$ cat src/rtl/win_cmp_irq.sv
module win_cmp_irq #(
  parameter int NCH   = 4,
  parameter int RES_W = 10,
  parameter int LVL_W = 8
) (
  input  logic                   clk,
  input  logic                   rst_n,
  input  logic [NCH*RES_W-1:0]   res_data,
  input  logic [NCH-1:0]         res_vld,
  input  logic [NCH*LVL_W-1:0]   lvl_hi,
  input  logic [NCH*LVL_W-1:0]   lvl_lo,
  input  logic                   flag_rd,
  output logic [2*NCH-1:0]       flags,
  output logic                   irq_out,
  output logic                   irq_oe
);

  localparam int FLG_W = 2 * NCH;

  logic [FLG_W-1:0] flag_q;
  logic [FLG_W-1:0] set_vec;
  logic [FLG_W-1:0] arm_vec;

  for (genvar ch = 0; ch < NCH; ch++) begin : g_ch
    logic [LVL_W-1:0] smp;
    logic [LVL_W-1:0] hi;
    logic [LVL_W-1:0] lo;

    assign smp = res_data[ch*RES_W + RES_W-1 -: LVL_W];
    assign hi  = lvl_hi[ch*LVL_W +: LVL_W];
    assign lo  = lvl_lo[ch*LVL_W +: LVL_W];

    assign arm_vec[2*ch+1] = |hi;
    assign arm_vec[2*ch]   = |lo;
    assign set_vec[2*ch+1] = res_vld[ch] && (|hi) && (smp > hi);
    assign set_vec[2*ch]   = res_vld[ch] && (|lo) && (smp < lo);

    assert_hi_set_R2: assert property (@(posedge clk) disable iff (!rst_n)
      (res_vld[ch] && hi != '0 && smp > hi) |=> flag_q[2*ch+1]);

    assert_lo_set_R3: assert property (@(posedge clk) disable iff (!rst_n)
      (res_vld[ch] && lo != '0 && smp < lo) |=> flag_q[2*ch]);

    assert_zero_hi_R5: assert property (@(posedge clk) disable iff (!rst_n)
      (hi == '0 && !flag_q[2*ch+1]) |=> !flag_q[2*ch+1]);

    assert_zero_lo_R5: assert property (@(posedge clk) disable iff (!rst_n)
      (lo == '0 && !flag_q[2*ch]) |=> !flag_q[2*ch]);
  end

  always_ff @(posedge clk or negedge rst_n) begin
    if (!rst_n)       flag_q <= '0;
    else if (flag_rd) flag_q <= set_vec;
    else              flag_q <= flag_q | set_vec;
  end

  assign flags   = flag_q;
  assign irq_oe  = |(flag_q & arm_vec);
  assign irq_out = ~irq_oe;

  assert_sticky_R6: assert property (@(posedge clk) disable iff (!rst_n)
    !flag_rd |=> ((flags & $past(flags)) == $past(flags)));

  assert_rd_clears_R7: assert property (@(posedge clk) disable iff (!rst_n)
    (flag_rd && res_vld == '0) |=> (flags == '0));

  assert_no_strobe_R9: assert property (@(posedge clk) disable iff (!rst_n)
    (!flag_rd && res_vld == '0) |=> $stable(flags));

  assert_irq_idle_R10: assert property (@(posedge clk) disable iff (!rst_n)
    (flags == '0) |-> (!irq_oe && irq_out));

endmodule

$ cat config.mk
export PLATFORM = sky130hd
export DESIGN_NAME = win_cmp_irq
export DESIGN_NICKNAME = d
export VERILOG_FILES = /design/src/rtl/win_cmp_irq.sv
export SDC_FILE = /design/constraint.sdc
export NUM_CORES = 1
export LEC_CHECK = 0
export CAP_MARGIN = 20
export CORE_MARGIN = 10
export CORE_UTILIZATION = 50
export DETAILED_ROUTE_END_ITERATION = 16
export DONT_BUFFER_PORTS = 1
export SLEW_MARGIN = 30
export SYNTH_ARGS = -nofsm -noshare
export SYNTH_HDL_FRONTEND = slang
export SYNTH_SLANG_ARGS = --single-unit
export TNS_END_PERCENT = 5
$ cat constraint.sdc
create_clock -name clk -period 2.33 [get_ports clk]
set_input_delay 0.466 -clock clk [delete_from_list [all_inputs] [get_ports clk]]
set_output_delay 0.466 -clock clk [all_outputs]
set_load 0.01 [all_outputs]
* After elaboration in Yosys (flattened, before gate mapping)
Cells that the tools add are included.
** Storage, ports and cells
- Flip-flop bits (word level) :: 8
- Input port bits :: 111
- Output and inout port bits :: 10
** Cells by class
- $lt $le $gt $ge :: 8
- Muxes and demuxes :: 1
- Bitwise operators :: 3
- Reduce and logical (&&, ||, !) cells :: 25
** Operator list (count)
- 8-bit OR reduction :: 9
- 8-bit > comparator :: 4
- 8-bit less-than comparator :: 4
- 1-bit logical AND :: 16
- 8-bit bitwise AND :: 1
- 8-bit 2-to-1 mux :: 1
- 8-bit OR :: 1
- 1-bit NOT :: 1

* Logic depth before layout (Yosys ltp)
- Depth in word-level cells :: 5
- Mapped depth :: 6

* Worst setup path after synthesis
Ideal clock, no wire load.
- Path type :: input to output
- Start point :: input port lvl_lo[29]
- End point :: output port irq_out
- Data arrival time :: 1.510 ns
- Required time :: 1.864 ns
- Slack :: 0.354 ns
- Stages :: 4
- Path through :: nor4_1 > a21oi_1 > a2111o_1 > and4b_1
** On the way
- Cells in the longest elaborated chain, start to end :: 4
** Ends and longest elaborated chain
- start: declaration :: line 11 : input logic [NCH*LVL_W-1:0] lvl_lo,
- 8-bit OR reduction :: line 34 : assign arm_vec[2*ch] = |lo;
- 8-bit bitwise AND :: line 58 : assign irq_oe = |(flag_q & arm_vec);
- 8-bit OR reduction :: line 58
- 1-bit NOT :: line 59 : assign irq_out = ~irq_oe;
- end: declaration :: line 14 : output logic irq_out,
No other way between the ends.

* Final worst setup path
Same ends and word-level chain as after synthesis.

==> impl_metrics.ini <==
[cts]
cts_made_buffers = 3
cts_tree = yes
cts.sinks = 8
root_buffer = clkbuf_8
h-tree-depth = 1
cts_buffer_depth = 2
cts-resized-gates = 0
postCtsSetupBuffers = 0
clk-insertion-delay-late_ps = 220
path_clk_slew_ps = 40
cts_hold_buf = 1

[floorplanning]
rows = 22
dieHeight_um = 83.4
die_area_um2 = 6960
core_um2 = 3770
start_util_pct = 53.3
die_w_um = 83.4
io_pins = 121

[min_path]
min_path_type = in -> reg

[finish]
largest_register_ffs = 8
final_cell_mix = 64 x inv_1, 60 x ha_1, 17 x a21oi_1
layout.cells.most_common = inv_1
antenna_cells = 0
layout.nets = 441
fin_cells = 316
fin_area_um2 = 2130
drive_gt1_share_pct = 2.61
area_growth_pct = 5.91

[power_and_ir_drop]
p_leak_nw = 1.16
vdd_drop_max_uv = 207
p_per_area_nw_per_um2 = 288

[timing]
rsz0062_at_grt = no
tightestPinTransition_ps = 411
fin_skew_ps = 0
setup_viol = 0
fin_crit_sh_pct = 93.2
fin_tns_setup_ps = 0
fin_hold_ws_ps = 354
slew_violations = 0
slew_headroom_pct = 71.9
fmax_mhz = 461
fin_crit_ps = 2170
hold_viol_final = 0

[yosys]
seq_area_frac_synth_pct = 9.96
synthCells = 263
ys_seq_elements = 8
syn-num-nets = 434
avgSynthCellArea_um2 = 7.65
synth_top_area_cell = ha_1
yosysWarnings = 0
synth_top_area_share_pct = 37.3
synth_area_leaders = ha_1 37%, inv_1 12%, dfrtp_1 10%
yosysUniqueCellTypes = 37
syn_area_um2 = 2010

[setup_path]
start_kind = input pin
path_max_fanout = 2
critPathKind = in -> out
cp.arrival_ps = 1700
worstSetupEndpointType = primary output
required_ps = 1860
max_stage_delay_ps = 380
crit_chain = nor4_1, buf_4, a21oi_1, a2111o_1, and4b_1
critPathSlowestCell = a2111o_1

[grt]
grt_pass1_wl_um = 8780
grt_max_degree = 9
antenna_found_initial = 0
grtUsageTotal_pct = 14.6
grt_pass1_vias = 1818
grt.overflow.total = 0

[status]
outcome = complete, no violations

[placed_design]
gp_congestion = 0.812
io_buffer_count = 0
hpwlAfterDp_um = 5240
place_inst = 312
placed_area_um2 = 2080

[detailed_routing]
vias = 1809
ant_nets = 0
drc = 0
totalWireLength_um = 5500
via_per_inst = 5.72
drt_iter0_markers = 22
dr.pass1.iters = 4
wl_per_cell_um = 17.4

[flow_run]
max-cap-violations = 0
-- per-stage QoR --
stage	setup WS [ps]	utilization, %	total power, mW
finish	159	56.5	0.614
CTS	164	56.5	0.628
detailed placement	184	55.1	0.455
global placement	169	55.1	0.451
floorplan	354	-	0.396
global route	42.4	56.5	0.690
-- kinds of logic after synthesis --
logic type / count (synthesis) / synth area share, %
DFF: 8 / 9.96
AOI/OAI and AO/OA: 59 / 20.2
adders and majority gates: 60 / 37.3
buffers and inverters: 64 / 11.9
and+or+nand+nor: 72 / 20.5
-- area by class of cell --
| class | instances | area, µm² |
|---|---|---|
| Fill cell | 383 | 1640 |
| Inverter | 64 | 240 |
| Multi-Input combinational cell | 191 | 1570 |
| Timing Repair Buffer | 2 | 17.5 |
| Tap cell | 48 | 60.1 |
| Sequential cell | 8 | 200 |
| Clock buffer | 3 | 41.3 |
-- routing by layer --
layer / vias up / wire length (µm) / global-route usage [%]
met4: 0 / 0 / 1.36
met5: - / 0 / 0
met3: 0 / 865 / 8.50
met1: 764 / 2230 / 17.6
met2: 78 / 2400 / 22.8
li1: 967 / - / -
-- Yosys cell counts --
cell type  instances
a2bb2oi_1          1
nand4b_1           1
o31ai_1            2
a2111oi_0          1
ha_1              60
a31oi_1            1
nor2_1            11
a21oi_1           17
o22a_1             3
inv_1             64
o211ai_1           5
nor3_1             1
a22oi_1            1
o21ai_0            8
and3b_1            1
nand2_1           13
a21boi_0           2
o21a_1             1
o211a_1            3
o32ai_1            1
nand4_1           13
o2bb2ai_1          1
a2111o_1           1
o2111ai_1          1
nor4_2             3
a21boi_1           1
and4b_1            1
nor4_1            13
nand2b_1           1
a211oi_1           4
nand3_1            4
nor2b_1            9
a21o_1             2
dfrtp_1            8
nand3b_1           1
o31a_1             1
a32o_1             2
-- power by group --
part | total (mW) | switching (mW) | internal [mW]
clock network | 0.161 | 0.0496 | 0.112
registers | 0.186 | 0.0281 | 0.158
logic | 0.266 | 0.133 | 0.133
-- critical path, delay by kind of cell --
family,cells,cell delay (ps)
buf+inv,1,170
compound gates,2,450
simple gates,2,620
-- path summary, 6_finish.rpt --
kind	start	endpoint	slack [ps]	cells after the start
hold / removal	flag_rd	flags[6]	350	1
min in group asynchronous	rst_n	flags[1]	610	1
hold reg to reg	flags[2]	flags[2]	590	1
setup reg to reg	flags[5]	flags[5]	1070	4
setup / recovery	lvl_lo[29]	irq_out	160	5
max in group asynchronous	rst_n	flags[7]	1440	1
(Power assumes the default switching activity.)
